## config.mk

```make
export PLATFORM = sky130hd
export DESIGN_NAME = uart_sleep_ctrl
export DESIGN_NICKNAME = d
export VERILOG_FILES = /design/src/rtl/uart_sleep_pkg.sv /design/src/rtl/uart_sleep_sync.sv /design/src/rtl/uart_sleep_wake.sv /design/src/rtl/uart_sleep_timer.sv /design/src/rtl/uart_sleep_ctrl.sv
export SDC_FILE = /design/constraint.sdc
export NUM_CORES = 1
export LEC_CHECK = 0
export CAP_MARGIN = 0
export CORE_ASPECT_RATIO = 0.9
export CORE_UTILIZATION = 51
export CTS_CLUSTER_SIZE = 20
export DETAILED_ROUTE_END_ITERATION = 8
export PLACE_DENSITY = 0.77
export SYNTH_ARGS = -nofsm -noshare
export SYNTH_HDL_FRONTEND = slang
export SYNTH_SLANG_ARGS = --single-unit
```

## constraint.sdc

```tcl
create_clock -name clk -period 2.3 [get_ports clk]
set_input_delay 0.46 -clock clk [delete_from_list [all_inputs] [get_ports clk]]
set_output_delay 0.46 -clock clk [all_outputs]
set_load 0.01 [all_outputs]
```

## src/rtl/uart_sleep_pkg.sv

```systemverilog
package uart_sleep_pkg;
    typedef enum logic [1:0] {
        PS_AWAKE   = 2'd0,
        PS_SLEEP   = 2'd1,
        PS_RESTART = 2'd2
    } pwr_state_e;
endpackage

```

## src/rtl/uart_sleep_sync.sv

```systemverilog
module uart_sleep_sync #(
    parameter int         WIDTH   = 1,
    parameter logic [0:0] RST_VAL = 1'b1
) (
    input  logic             clk,
    input  logic             rst_n,
    input  logic [WIDTH-1:0] d_i,
    output logic [WIDTH-1:0] q_o
);
    logic [WIDTH-1:0] meta_q;
    logic [WIDTH-1:0] sync_q;

    always_ff @(posedge clk or negedge rst_n) begin
        if (!rst_n) begin
            meta_q <= {WIDTH{RST_VAL}};
            sync_q <= {WIDTH{RST_VAL}};
        end else begin
            meta_q <= d_i;
            sync_q <= meta_q;
        end
    end

    assign q_o = sync_q;
endmodule

```

## src/rtl/uart_sleep_wake.sv

```systemverilog
module uart_sleep_wake #(
    parameter int MODEM_N = 4
) (
    input  logic               clk,
    input  logic               rst_n,
    input  logic               rx_i,
    input  logic [MODEM_N-1:0] modem_i,
    input  logic               track_i,
    output logic               start_o,
    output logic               change_o
);
    logic               rx_s;
    logic               rx_prev_q;
    logic [MODEM_N-1:0] mdm_s;
    logic [MODEM_N-1:0] snap_q;
    logic [MODEM_N-1:0] diff;

    uart_sleep_sync #(.WIDTH(1), .RST_VAL(1'b1)) u_rx_sync (
        .clk   (clk),
        .rst_n (rst_n),
        .d_i   (rx_i),
        .q_o   (rx_s)
    );

    uart_sleep_sync #(.WIDTH(MODEM_N), .RST_VAL(1'b1)) u_mdm_sync (
        .clk   (clk),
        .rst_n (rst_n),
        .d_i   (modem_i),
        .q_o   (mdm_s)
    );

    always_ff @(posedge clk or negedge rst_n) begin
        if (!rst_n) begin
            rx_prev_q <= 1'b1;
        end else begin
            rx_prev_q <= rx_s;
        end
    end

    assign start_o = rx_prev_q & ~rx_s;

    generate
        for (genvar i = 0; i < MODEM_N; i++) begin : g_line
            always_ff @(posedge clk or negedge rst_n) begin
                if (!rst_n) begin
                    snap_q[i] <= 1'b1;
                end else if (track_i) begin
                    snap_q[i] <= mdm_s[i];
                end
            end
            assign diff[i] = mdm_s[i] ^ snap_q[i];
        end
    endgenerate

    assign change_o = |diff;
endmodule

```

## src/rtl/uart_sleep_timer.sv

```systemverilog
module uart_sleep_timer #(
    parameter int LIMIT = 6000
) (
    input  logic clk,
    input  logic rst_n,
    input  logic run_i,
    output logic done_o
);
    localparam int CNT_W = $clog2(LIMIT + 1);
    localparam logic [CNT_W-1:0] LAST = CNT_W'(LIMIT - 1);

    logic [CNT_W-1:0] cnt_q;

    always_ff @(posedge clk or negedge rst_n) begin
        if (!rst_n) begin
            cnt_q <= '0;
        end else if (!run_i || cnt_q == LAST) begin
            cnt_q <= '0;
        end else begin
            cnt_q <= cnt_q + 1'b1;
        end
    end

    assign done_o = run_i && (cnt_q == LAST);

    assert_cnt_bound_R8: assert property (@(posedge clk) disable iff (!rst_n)
        cnt_q <= LAST);
    assert_cnt_idle_R8: assert property (@(posedge clk) disable iff (!rst_n)
        !run_i |=> cnt_q == '0);
endmodule

```

## src/rtl/uart_sleep_ctrl.sv

```systemverilog
module uart_sleep_ctrl
    import uart_sleep_pkg::*;
#(
    parameter int RESTART_CYC = 6000,
    parameter int RXQ_W       = 5
) (
    input  logic             clk,
    input  logic             rst_n,
    input  logic             rx_i,
    input  logic             ri_n_i,
    input  logic             cts_n_i,
    input  logic             dsr_n_i,
    input  logic             cd_n_i,
    input  logic             txf_wr_i,
    input  logic             tx_empty_i,
    input  logic [RXQ_W-1:0] rxf_count_i,
    input  logic             irq_pend_i,
    input  logic             feat_en_i,
    input  logic             cfg_wr_i,
    input  logic             cfg_sleep_i,
    output logic             osc_en_o,
    output logic             asleep_o,
    output logic             wake_rdy_o
);
    localparam int MODEM_N = 4;

    pwr_state_e st_q, st_d;
    logic       sleep_en_q;
    logic       rdy_q;
    logic       wake_start, wake_change;
    logic       restart_done;
    logic       idle;
    logic       wake_evt;
    logic       gated;

    uart_sleep_wake #(.MODEM_N(MODEM_N)) u_wake (
        .clk      (clk),
        .rst_n    (rst_n),
        .rx_i     (rx_i),
        .modem_i  ({cd_n_i, dsr_n_i, cts_n_i, ri_n_i}),
        .track_i  (st_q != PS_SLEEP),
        .start_o  (wake_start),
        .change_o (wake_change)
    );

    uart_sleep_timer #(.LIMIT(RESTART_CYC)) u_timer (
        .clk    (clk),
        .rst_n  (rst_n),
        .run_i  (st_q == PS_RESTART),
        .done_o (restart_done)
    );

    always_ff @(posedge clk or negedge rst_n) begin
        if (!rst_n) begin
            sleep_en_q <= 1'b0;
        end else if (cfg_wr_i && feat_en_i) begin
            sleep_en_q <= cfg_sleep_i;
        end
    end

    assign idle     = tx_empty_i && (rxf_count_i == '0) && !txf_wr_i;
    assign wake_evt = wake_start || wake_change || txf_wr_i || irq_pend_i;

    always_comb begin
        st_d = st_q;
        unique case (st_q)
            PS_AWAKE:   if (sleep_en_q && idle && !wake_evt) st_d = PS_SLEEP;
            PS_SLEEP:   if (wake_evt || !sleep_en_q)         st_d = PS_RESTART;
            PS_RESTART: if (restart_done)                    st_d = PS_AWAKE;
            default:                                         st_d = PS_AWAKE;
        endcase
    end

    always_ff @(posedge clk or negedge rst_n) begin
        if (!rst_n) begin
            st_q  <= PS_AWAKE;
            rdy_q <= 1'b0;
        end else begin
            st_q  <= st_d;
            rdy_q <= (st_q == PS_RESTART) && restart_done;
        end
    end

    always_comb begin
        gated      = (st_q == PS_SLEEP) && sleep_en_q && !irq_pend_i;
        osc_en_o   = !gated;
        asleep_o   = gated;
        wake_rdy_o = rdy_q;
    end

    assert_no_sleep_irq_R4: assert property (@(posedge clk) disable iff (!rst_n)
        (st_q == PS_AWAKE && irq_pend_i) |=> st_q != PS_SLEEP);
    assert_gated_write_R2: assert property (@(posedge clk) disable iff (!rst_n)
        (cfg_wr_i && !feat_en_i) |=> $stable(sleep_en_q));
    assert_enter_idle_R3: assert property (@(posedge clk) disable iff (!rst_n)
        (st_q == PS_AWAKE && sleep_en_q && idle && !wake_evt) |=> asleep_o || irq_pend_i);
    assert_rx_wake_R5: assert property (@(posedge clk) disable iff (!rst_n)
        (st_q == PS_SLEEP && wake_start) |=> st_q == PS_RESTART);
    assert_modem_wake_R6: assert property (@(posedge clk) disable iff (!rst_n)
        (st_q == PS_SLEEP && wake_change) |=> st_q == PS_RESTART);
    assert_txwr_wake_R7: assert property (@(posedge clk) disable iff (!rst_n)
        (st_q == PS_SLEEP && txf_wr_i) |=> st_q == PS_RESTART);
    assert_rdy_origin_R8: assert property (@(posedge clk) disable iff (!rst_n)
        wake_rdy_o |-> $past(st_q) == PS_RESTART && st_q == PS_AWAKE);
    assert_rdy_pulse_R8: assert property (@(posedge clk) disable iff (!rst_n)
        wake_rdy_o |=> !wake_rdy_o);
    assert_clear_wakes_R10: assert property (@(posedge clk) disable iff (!rst_n)
        (cfg_wr_i && feat_en_i && !cfg_sleep_i) |=> osc_en_o);
    assert_busy_holds_R11: assert property (@(posedge clk) disable iff (!rst_n)
        (st_q == PS_AWAKE && (!tx_empty_i || rxf_count_i != '0)) |=> st_q != PS_SLEEP);
endmodule

```

After elaboration in Yosys (flattened, before gate mapping):

Index checks and enable logic that the tools add are counted.

* latch bits: 0
* word-level logic and storage cells: 56
* memories: 0
* input bits: 18
* bits in writable memories: 0
* register bits: 32
* bits in read-only memories: 0
* output and inout port bits: 3

* $mul: 0
* eq/ne operators: 7
* magnitude comparators: 0
* multiplexer cells: 5
* add/sub/neg operators: 1
* shift operators: 0
* reductions and logical operators: 24
* bitwise operators: 6
* divide/modulo/power cells: 0

Operator list (count)
* $add 13x1->13 const B: 1
* $eq 13x13->1 const B: 1
* $mux 13: 1
* $logic_and 1x1->1: 9
* $logic_not 1->1: 6
* $mux 2: 3
* $ne 2x2->1 const B: 3
* $pmux 2 s3: 1
* $logic_not 5->1: 1
* $logic_or 1x1->1: 5
* $reduce_or 4->1: 1
* $xor 1x1->1: 4
* $reduce_and 3->1: 1
* $eq 2x1->1 const B: 1
* $eq 2x2->1 const B: 1
* $logic_not 2->1: 1
* $ne 2x1->1 const B: 1
* $and 1x1->1: 1
* $not 1->1: 1

Longest topological paths before layout:

Gate-level depths: netlist (run 1).

* depth in word-level cells: 9
* gate-level depth with buffers: 6
* gate-level depth less buffers: 5

Cells and area by module:

Synthesis (run 1) repeated with hierarchy kept, for this count alone.

* cells, all modules: 109
* area total of the unflattened synthesis: 1352.5 µm²

Modules (own cells, without submodules)
* uart_sleep_timer: times used 1, area an instance 660.6 µm², cells each 65, sequential area each 325.3 µm²
* uart_sleep_wake: times used 1, area an instance 224.0 µm², cells each 15, sequential area each 131.4 µm²
* uart_sleep_sync at u_wake.u_mdm_sync: times used 1, area an instance 210.2 µm², cells each 8, sequential area each 210.2 µm²
* uart_sleep_ctrl: times used 1, area an instance 205.2 µm², cells each 19, sequential area each 100.1 µm²
* uart_sleep_sync at u_wake.u_rx_sync: times used 1, area an instance 52.6 µm², cells each 2, sequential area each 52.6 µm²

Least setup slack after synthesis (run 1):

No wires, ideal clock.

* path kind: reg-to-reg
* start point: register u_timer.cnt_q[11]
* end point: register u_timer.cnt_q[10]
* period minus slack after synthesis: 1.805 ns
* arrival: 1.687 ns
* path buffers: 1
* data required time: 2.181 ns
* cell stages (with the launch flop): 6
* setup time: 0.119 ns
* slack: 0.495 ns
* path through: dfrtp_1 or4b_1 or4_4 nand3b_4 buf_8 nor2_1

* longest elaborated chain between the ends: 3

Ends and longest elaborated chain
* start: declaration: RTL line uart_sleep_timer.sv:12 `logic [CNT_W-1:0] cnt_q;`
* start signal: assignment: RTL line uart_sleep_timer.sv:20 `cnt_q <= cnt_q + 1'b1;`
* $eq 13x13->1: RTL line uart_sleep_timer.sv:17 `end else if (!run_i || cnt_q == LAST) begin`
* $logic_or 1x1->1: RTL line uart_sleep_timer.sv:17
* $mux 13: RTL line uart_sleep_timer.sv:17

No other way between the ends.
A chain may end at the register's enable or synchronous reset.

Worst setup path after layout (run 1):

* start point: input port irq_pend_i
* end point: output port osc_en_o

* longest elaborated chain between the ends: 3

Ends and longest elaborated chain
* start: declaration: RTL line uart_sleep_ctrl.sv:17 `input logic irq_pend_i,`
* $logic_not 1->1: RTL line uart_sleep_ctrl.sv:85 `gated = (st_q == PS_SLEEP) && sleep_en_q && !irq_pend_i;`
* $logic_and 1x1->1: RTL line uart_sleep_ctrl.sv:85
* $logic_not 1->1: RTL line uart_sleep_ctrl.sv:86 `osc_en_o = !gated;`
* end: declaration: RTL line uart_sleep_ctrl.sv:21 `output logic osc_en_o,`

No other way between the ends.

==> results of run 1 <==
## cells by family after synthesis
logic type               Yosys count
adder cells (fa/ha/maj)            1
buffers and inverters              7
multiplexers                       5
flip-flops                        32
AO/OA/AOI/OAI                      3
XOR/XNOR                          15
AND/OR/NAND/NOR                   41
## report_power, final
group / total (µW) / internal [µW] / switching, µW
Combinational: 56.4 / 37.3 / 19.1
Sequential: 597 / 589 / 8.12
Clock: 414 / 228 / 186
Total: 1070 / 854 / 213
## placed cells by master, fill, tap and decap left out, drive strengths merged, types with 4 or more instances in the layout
| cell | count |
|---|---|
| nand2 | 4 |
| dfstp | 15 |
| mux2 | 5 |
| dfrtp | 17 |
| xnor2 | 13 |
| clkbuf | 6 |
| clkdlybuf4s50 | 19 |
| nor2 | 16 |
| nand3 | 4 |
| inv | 6 |
## through the flow
step           hold WS [ns]  instances  TNS [ns]
2_1_floorplan         0.164        104         0
3_5_place_dp          0.347        152   -0.0409
5_1_grt               0.373        160         0
3_3_place_gp          0.346        152  -0.00425
6_report              0.357        160         0
4_1_cts               0.362        160         0
## layout make-up
class / instances / area (µm²)
tap: 27 / 33.8
fill: 188 / 672
timing repair buffer: 22 / 214
multi-input combinational: 65 / 444
sequential: 32 / 820
clock buffer: 6 / 41.3
inverter: 6 / 22.5
clock inverter: 2 / 35.0
## worst max path at each step
stage | to | startpoint | slack [ns] | cells past startpoint
after floorplan | u_timer.cnt_q[10] | u_timer.cnt_q[11] | 0.49 | 5
after global placement | asleep_o | irq_pend_i | -0.004 | 5
after detailed placement | asleep_o | irq_pend_i | -0.04 | 5
after CTS | osc_en_o | irq_pend_i | 0.05 | 4
after global routing | osc_en_o | irq_pend_i | 0.01 | 4
final | osc_en_o | irq_pend_i | 0.06 | 4
## worst max-delay path: cells and delay by family
kind	cells	cell delay, ns
buf+inv	2	0.88
simple gates	2	0.44
## flip-flops by register name, indices dropped and copies added (netlist names)
signal	flops
u_wake.u_mdm_sync.meta_q	4
sleep_en_q	1
u_wake.rx_prev_q	1
st_q	2
u_timer.cnt_q	13
u_wake.u_rx_sync.q_o	1
u_wake.u_rx_sync.meta_q	1
u_wake.u_mdm_sync.q_o	4
wake_rdy_o	1
u_wake.snap_q	4
## routing by layer
metal  part of all wire [%]  routed length, µm  vias to the layer above  global-route usage, %
li1                       -                  -                      403                      -
met4                    1.8                 39                        0                   7.50
met5                      0                  0                        -                      0
met3                    8.2                174                        6                   10.8
met2                     44                930                       24                   28.5
met1                     46                967                      403                   24.6
## repair_timing
| item | CTS | global route |
|---|---|---|
| gates resized for setup | 1 | 0 |
| setup endpoints to repair | 1 | 0 |
| buffers inserted | 0 | 0 |
==> results.md, run 1 <==
* Worst R2R Start: u_timer.cnt_q[4]
* Simple-gate area share of the yosys netlist at between 10% and 20%
* Synth Area in XOR/XNOR at 10.1%
* Worst setup EP type: primary output
* Crit path max fanout at 2
* Crit path DAT at 1.78 ns
* GRT Overall Usage at 19.6%
* Pre-CTS setup slack at -0.0409 ns
* TritonCTS clock tree: yes
* Initial antenna violation count at 0
* Worst reg2reg endpoint: st_q[1]
* Leak Pwr at 0.000670 µW
* Final ANT Viol Nets at 0
* Initial DRC count at 12
* Startpoint types: primary input
* Most frequent CP cell: clkdlybuf4s50_1
* Max Cap Viol at 0
* Post-synthesis area per instance at ~13 µm²
* Worst-case clock skew at around 0.014 ns
* Asr flop ratio synth at 100%
* Placed cell area at 0.00154 mm²
* Clk root buf: clkbuf_4
* YS warnings at 0
* H-tree depth at 2
* Final count of hold timing violations at 0
* Required time worst endpoint at approximately 1.8 ns
* Number of synthesized flops with an enable pin at 0
* Std cell rows at 16
* Final number of setup-violating endpoints at 0
* Number of diodes at 0
* Die Y at between 40 and 50 µm
* Combinational family with the most area after synthesis: simple AND/OR/NAND/NOR gates
* Area leader, netlist: dfrtp_1
* Worst relative slew slack at 65.2%
* Post-Synth Adder-Cell Area at 0.962%
* DP Wirelength at 1.50 mm
* Compound-Gate Fraction of Synth Area at 1.44%
* Most common cell in the netlist: dfrtp_1
* VDD IR-drop max at 0.000694 V
* Mapped Cells at 104
* Worst-path cell chain: clkdlybuf4s50_1, nand2b_1, or2_2, clkdlybuf4s50_1
* Core box area at 0.00228 mm²
* R2R cell count at 4
* Port bufs at 20
* Post-synthesis sequential area ratio at 63.0%
* Cell Area, Synth at 0.00130 mm²
* Drt wl/cell at 13.2 µm
* Routed WL at 2.11 mm
* Pwr/cell area at 663 mW/mm²
* Fin. max-slew vios at 0
* Fraction of synthesized area in multiplexers at 4.33%
* Synthesis-stage register bit count at 32
* Fmax at roughly 0.45 GHz
* Clk buf depth at 2
* RSZ-0062 raised after global routing: false
* Worst stage delay on the critical path at 0.49 ns
* Fin area at 0.00161 mm²
* Number of nets in the layout at 151
* First-pass iteration count of the detailed router at 4
* Final GP Congestion at 0.722
* Final min period at 2.24 ns
* Die area at 0.00276 mm²
* CTS Sinks at 32
* Hold_sp: u_wake.u_mdm_sync.meta_q[3]
* Hold Path End: u_wake.u_mdm_sync.q_o[3]
* TritonCTS buffer count at 5
* Overflow after GRT at 0
* Number of global-route vias before repair at about 850
* Reg2reg setup slack at 0.37 ns
* Area contributors post-synth: dfrtp_1 33%, dfstp_2 30%, xnor2_1 8.8%, nor2_1 4.6%, mux2_2 4.3%
* Worst slew pin tran at 0.509 ns
* Synth top cells by count: 17 x dfrtp_1, 16 x nor2_1, 15 x dfstp_2
* Layout Utilization at 70.6%
* Die W at ~55 µm
* Worst path slowest cell: clkdlybuf4s50_1
* First-pass GRT wire length at 3.99 mm
* Initial core utilization at 57.0%
* Drc violations at 0
* Syn_nets at 123
* Clock Latency Late Sink at 0.34 ns
* Outcome: finished clean
* Share of cells above drive strength 1 at 24.1%
* Final worst slack at around 0.06 ns
* I/O pin count at 21
* Vias per cell at 5.23
* Largest net degree at the start of global routing at 33
* Post-synth cell types at 24
* Total power draw at 1070 µW
* CTS hold repair buffers at 0
* Vias at 836
* Top-area cell type share of the netlist area at 32.7%
* Post-route clock period utilization at between 90 and 100%
* Synth Flop Type: dfrtp_1
* Reg clk slew, reported paths at about 0.10 ns
* Hold Crit Depth at 0
* Min-delay worst type: flop to flop
* WS Path Type: primary input to primary output
* Area Growth Syn to Fin at 23.7%
(Power assumes the default switching activity.)
==> run 2, diff against run 1 <==
- clock period: 2.3 -> 2.1 ns (I/O delays scaled with it)
==> run 2 against run 1 <==
  * Final area decreased by 0.54%
  * Total power increased by 0.65%
  * Via count increased by 3.1%
  * Register-to-register slack got worse by 0.22 ns
  * Critical path depth increased by 1
==> results.md, run 2 (synthesized netlist as in run 1, its figures left out) <==
* Outcome: finished clean (unchanged)
* Drt wl/cell at 13.4 µm (was 13.2 µm)
* Die Y at 49.9 µm (unchanged)
* GRT met1 Usage at 22.9% (was 24.6%)
* Min-delay worst type: flop to flop (unchanged)
* Vias per cell at 5.35 (was 5.23)
* Clk root buf: clkbuf_4 (unchanged)
* Met2 GRT Util at 33.5% (was 28.5%)
* Worst stage delay on the critical path at 0.40 ns (was 0.49 ns)
* Final number of setup-violating endpoints at 0 (unchanged)
* Top reg by flops: u_timer.cnt_q (unchanged)
* Post-Layout Cell Count at 161 (was 160)
* First-pass GRT wire length at 4.17 mm (was 3.99 mm)
* Clock Latency Late Sink at 0.33 ns (was 0.34 ns)
* WS Path Type: primary input to primary output (unchanged)
* I/O pin count at 21 (unchanged)
* Most frequent cells in the layout: 18 x clkdlybuf4s50_1, 17 x dfrtp_1, 16 x nor2_1 (was 19 x clkdlybuf4s50_1, 17 x dfrtp_1, 16 x nor2_1)
* Pwr/cell area at 671 mW/mm² (was 663 mW/mm²)
* Most common cell after layout, fill and taps aside: clkdlybuf4s50_1 (unchanged)
* Reg2reg setup slack at 0.15 ns (was 0.37 ns)
* Die area at 0.00276 mm² (unchanged)
* Placed cell area at 0.00154 mm² (unchanged)
* Crit path DAT at 1.57 ns (was 1.78 ns)
* VDD IR-drop max at 0.000590 V (was 0.000694 V)
* Drc violations at 0 (unchanged)
* Required time worst endpoint at 1.68 ns (was 1.84 ns)
* Core box area at 0.00228 mm² (unchanged)
* TritonCTS clock tree: yes (unchanged)
* Max Cap Viol at 0 (unchanged)
* Initial core utilization at 57.0% (unchanged)
* RSZ-0062 raised after global routing: false (unchanged)
* First-pass iteration count of the detailed router at 4 (unchanged)
* Worst path slowest cell: clkdlybuf4s50_1 (unchanged)
* FILL cells at 186 (was 188)
* DP Wirelength at 1.59 mm (was 1.50 mm)
* Fin area at 0.00160 mm² (was 0.00161 mm²)
* Post-route clock period utilization at 95.0%
* Placed Instances at 152 (unchanged)
* Crit path max fanout at 2 (unchanged)
* CTS Sinks at 32 (unchanged)
* H-tree depth at 2 (unchanged)
* Number of global-route vias before repair at 938 (was 854)
* Fin. max-slew vios at 0 (unchanged)
* Reg clk slew, reported paths at 0.09 ns (was 0.10 ns)
* Share of cells above drive strength 1 at 25.4% (was 24.1%)
* Gr busiest metal: met2 (unchanged)
* Sequential cell area at 820 µm² (unchanged)
* GR Util met3 at 9.45% (was 10.8%)
* Number of diodes at 0 (unchanged)
* Worst slew pin tran at 0.561 ns (was 0.509 ns)
* Layout Utilization at 70.2% (was 70.6%)
* Vias at 862 (was 836)
* Max reg flops at 13 (unchanged)
* Overflow after GRT at 0 (unchanged)
* Worst-case clock skew at 0.00869 ns (was 0.0143 ns)
* GRT Overall Usage at 20.5% (was 19.6%)
* Worst relative slew slack at 61.6% (was 65.2%)
* CTS hold repair buffers at 0 (unchanged)
* Final ANT Viol Nets at 0 (unchanged)
* Port bufs at 20 (unchanged)
* Std cell rows at 16 (unchanged)
* Initial antenna violation count at 0 (unchanged)
* Clk buf depth at 2 (unchanged)
* Final GP Congestion at 0.770 (was 0.722)
* Number of nets in the layout at 152 (was 151)
* Area taken by multi-input logic gates at 444 µm² (unchanged)
* Worst setup EP type: primary output (unchanged)
* Leak Pwr at 0.000667 µW (was 0.000670 µW)
* Fmax at around 0.50 GHz
* Routed WL at 2.16 mm (was 2.11 mm)
* Final min period at 1.99 ns
* Initial DRC count at 21 (was 12)
* Sum of negative setup slack at 0 ns (unchanged)
* Worst-path cell chain: clkdlybuf4s50_1, nand2b_1, or2_2, inv_1, dlygate4sd2_1 (was clkdlybuf4s50_1, nand2b_1, or2_2, clkdlybuf4s50_1)
* Hold slack at 0.360 ns (was 0.357 ns)
* Largest net degree at the start of global routing at 33 (unchanged)
* TritonCTS buffer count at 5 (unchanged)
* Final count of hold timing violations at 0 (unchanged)
* Area Growth Syn to Fin at 23.1% (was 23.7%)
* Startpoint types: primary input (unchanged)
* Die W at 55.2 µm (unchanged)
run 2: cell types whose count changed in the layout (fill, tap and decap cells not counted), sizes merged:
cell	change
clkinv	+1
dlygate4sd2	+1
bufinv	-1
buf	+1
clkdlybuf4s50	-1
run 2: metrics by stage:
stage               setup slack (ns)  total power, µW
floorplan                      0.295              679
global placement              -0.124              725
detailed placement            -0.169              730
CTS                           0.0938             1090
global route                  0.0285             1130
finish                         0.105             1070
run 2: final timing paths:
check                                       startpoint                  endpoint  cells past startpoint
max                                         irq_pend_i                  asleep_o                      5
min                        u_wake.u_mdm_sync.meta_q[3]  u_wake.u_mdm_sync.q_o[3]                      0
max reg2reg                           u_timer.cnt_q[4]                   st_q[1]                      4
min reg2reg                u_wake.u_mdm_sync.meta_q[3]  u_wake.u_mdm_sync.q_o[3]                      0
max in group asynchronous                        rst_n  u_wake.u_mdm_sync.q_o[0]                      2
min in group asynchronous                        rst_n          u_timer.cnt_q[6]                      2
run 2: final cells by class:
| cell class | instances | share of cell area [%] |
|---|---|---|
| Sequential cell | 32 | 51.2 |
| Multi-Input combinational cell | 65 | 27.7 |
| Timing Repair Buffer | 23 | 13.7 |
| Clock buffer | 6 | 3.20 |
| Tap cell | 27 | 2.11 |
| Inverter | 6 | 1.41 |
| Clock inverter | 2 | 0.625 |
run 2: critical path: cells and delay by family:
kind	cells	cell delay [ns]
and+or+nand+nor	2	0.45
buffers and inverters	3	0.70
run 2: power by group:
group / switching (µW) / total, µW / internal [µW] / leakage, µW
sequential: 8.71 / 654 / 645 / 0.000373
clock: 199 / 358 / 159 / 0.0000380
combinational: 21.8 / 62.7 / 40.9 / 0.000256
run 2: timing repair:
action / CTS / global route
resized for setup: 2 / 0
setup buffers: 1 / 0
endpoints found under the hold margin: 0 / 0
endpoints found under the setup margin: 2 / 0
run 2: metal layers:
| metal | wire, µm | up-vias |
|---|---|---|
| li1 | - | 402 |
| met1 | 866 | 423 |
| met2 | 1060 | 31 |
| met3 | 180 | 6 |
| met4 | 48 | 0 |
| met5 | 0 | - |
==> run 3, diff against run 2 <==
- SKIP_CTS_REPAIR_TIMING: not set -> 1
- SLEW_MARGIN: not set -> 10
==> run 3 against run 2 <==
  * Final cell count is 0.62% lower
  * Combinational power barely moved
  * Critical endpoint is now st_q[1]
  * Routed wire length shrank 0.93%
  * Die area did not move
==> results.md, run 3 (synthesized netlist as in run 1, its figures left out) <==
* Outcome: finished clean (unchanged)
* FILL cells at 183 (was 186)
* Critical path's top delay family: simple AND/OR/NAND/NOR gates (was buffers and inverters)
* Clock Latency Late Sink at 0.33 ns (about the same)
* Worst slew pin tran at 0.561 ns (about the same)
* Final min period at 1.95 ns (was 1.99 ns)
* Area Growth Syn to Fin at 23.7% (was 23.1%)
* RSZ-0062 raised after global routing: false (unchanged)
* Worst path bufs/invs at 0 (was 3)
* Worst R2R Start: u_timer.cnt_q[4] (unchanged)
* Switching share of total power at 21.3% (about the same)
* Initial DRC count at 23 (was 21)
* Worst setup EP type: flop (was primary output)
* Hold Crit Depth at 0 (unchanged)
* Final GP Congestion at 0.770 (unchanged)
* Largest net degree at the start of global routing at 33 (unchanged)
* Worst relative slew slack at 61.6% (about the same)
* Overflow after GRT at 0 (unchanged)
* Required time worst endpoint at 2.29 ns (was 1.68 ns)
* Hold_sp: u_wake.u_mdm_sync.meta_q[3] (unchanged)
* DP Wirelength at 1.59 mm (unchanged)
* Worst path slowest cell: or4_4 (was clkdlybuf4s50_1)
* Min-delay worst type: flop to flop (unchanged)
* Post-route clock period utilization at 92.8% (was 95.0%)
* Hold Path End: u_wake.u_mdm_sync.q_o[3] (unchanged)
* Worst-case clock skew at 0.00866 ns (was 0.00869 ns)
* Comb pwr share at 5.8% (about the same)
* Final ANT Viol Nets at 0 (unchanged)
* Share of cells above drive strength 1 at 25.6% (was 25.4%)
* Net switching power at 229 µW (about the same)
* VDD IR-drop max at 0.000590 V (about the same)
* First-pass iteration count of the detailed router at 4 (unchanged)
* Top reg by flops: u_timer.cnt_q (unchanged)
* Final count of hold timing violations at 0 (unchanged)
* Worst reg2reg endpoint: st_q[1] (unchanged)
* Number of global-route vias before repair at 925 (was 938)
* Die W at 55.2 µm (unchanged)
* Startpoint types: flop (was primary input)
* TritonCTS buffer count at 5 (unchanged)
* Hold slack at 0.360 ns (unchanged)
* Number of diodes at 0 (unchanged)
* Drc violations at 0 (unchanged)
* Die Y at 49.9 µm (unchanged)
* Pwr/cell area at 668 mW/mm² (was 671 mW/mm²)
* Int Pwr at 845 µW (about the same)
* Vias at 851 (was 862)
* Worst-path cell chain: or4b_1, or4_4, nand3b_4, o21ai_0 (was clkdlybuf4s50_1, nand2b_1, or2_2, inv_1, dlygate4sd2_1)
* Placed Instances at 152 (unchanged)
* Port bufs at 20 (unchanged)
* Die area at 0.00276 mm² (unchanged)
* Std cell rows at 16 (unchanged)
* Core box area at 0.00228 mm² (unchanged)
* Most frequent cells in the layout: 18 x clkdlybuf4s50_1, 17 x dfrtp_1, 16 x nor2_1 (unchanged)
* Register share of total power at 60.9% (about the same)
* Fmax at 0.513 GHz (was 0.501 GHz)
* Clock power share at 33.3% (about the same)
* Most common cell after layout, fill and taps aside: clkdlybuf4s50_1 (unchanged)
* Worst stage delay on the critical path at 0.55 ns (was 0.40 ns)
* Final number of setup-violating endpoints at 0 (unchanged)
* CTS Sinks at 32 (unchanged)
* Crit path DAT at 2.14 ns (was 1.57 ns)
* H-tree depth at 2 (unchanged)
* Max reg flops at 13 (unchanged)
* Reg clk slew, reported paths at 0.10 ns (was 0.09 ns)
* WS Path Type: flop to flop (was primary input to primary output)
* Routed WL at 2.14 mm (was 2.16 mm)
* Reg2reg setup slack at 0.15 ns (about the same)
* TritonCTS clock tree: yes (unchanged)
* Crit path max fanout at 14 (was 2)
* Clk root buf: clkbuf_4 (unchanged)
* Initial core utilization at 57.0% (unchanged)
* Post-Layout Cell Count at 160 (was 161)
* Drt wl/cell at 13.4 µm (about the same)
* Vias per cell at 5.32 (was 5.35)
* Initial antenna violation count at 0 (unchanged)
* Fin. max-slew vios at 0 (unchanged)
* R2R cell count at 4 (unchanged)
* Max Cap Viol at 0 (unchanged)
* Clk buf depth at 2 (unchanged)
* Number of nets in the layout at 151 (was 152)
* I/O pin count at 21 (unchanged)
* Leak Pwr at 0.000689 µW (was 0.000667 µW)
* GRT Overall Usage at 20.2% (was 20.5%)
* First-pass GRT wire length at 4.11 mm (was 4.17 mm)
[run 3: layout make-up]
class,instances,area (µm²),area share [%]
inverter,6,22.5,1.40
clock buffer,6,51.3,3.19
multi-input combinational,65,452,28.1
tap,27,33.8,2.10
sequential,32,820,50.9
clock inverter,2,10.0,0.622
timing repair buffer,22,220,13.7
[run 3: worst max-delay path by stage]
stage | from | to | slack [ns] | cells after the start
5_1_grt | u_timer.cnt_q[4] | st_q[1] | 0.03 | 4
2_1_floorplan | u_timer.cnt_q[11] | u_timer.cnt_q[10] | 0.29 | 5
6_report | u_timer.cnt_q[4] | st_q[1] | 0.15 | 4
3_5_place_dp | irq_pend_i | asleep_o | -0.17 | 5
3_3_place_gp | irq_pend_i | asleep_o | -0.12 | 5
4_1_cts | st_q[1] | asleep_o | -0.18 | 4
[run 3: power by group through the flow]
| stage | Combinational (µW) | Clock [µW] | Sequential, µW |
|---|---|---|---|
| after global routing | 70.5 | 406 | 656 |
| after detailed placement | 64.5 | 0 | 665 |
| after global placement | 62.0 | 0 | 663 |
| after CTS | 64.9 | 369 | 654 |
| final | 62.8 | 358 | 654 |
| after floorplan | 16.5 | 0 | 663 |
[run 3: per-stage QoR]
stage               total power (µW)  setup slack [ns]  util [%]  TNS [ns]  cell area [µm²]
floorplan                        679             0.295         -         0             1300
global placement                 725            -0.124      67.3    -0.154             1540
detailed placement               730            -0.169      67.3    -0.240             1540
CTS                             1090            -0.182      70.0    -0.264             1600
global route                    1130            0.0285      70.5         0             1610
finish                          1070             0.152      70.5         0             1610
[run 3: per-layer routing]
layer / wire length (µm) / global-route usage, % / share of wire (%) / up-vias
met5: 0 / 0 / 0 / -
met1: 876 / 22.7 / 41 / 416
met2: 1040 / 32.7 / 48 / 28
met3: 173 / 9.45 / 8.1 / 7
met4: 50 / 9.58 / 2.3 / 0
li1: - / - / - / 400
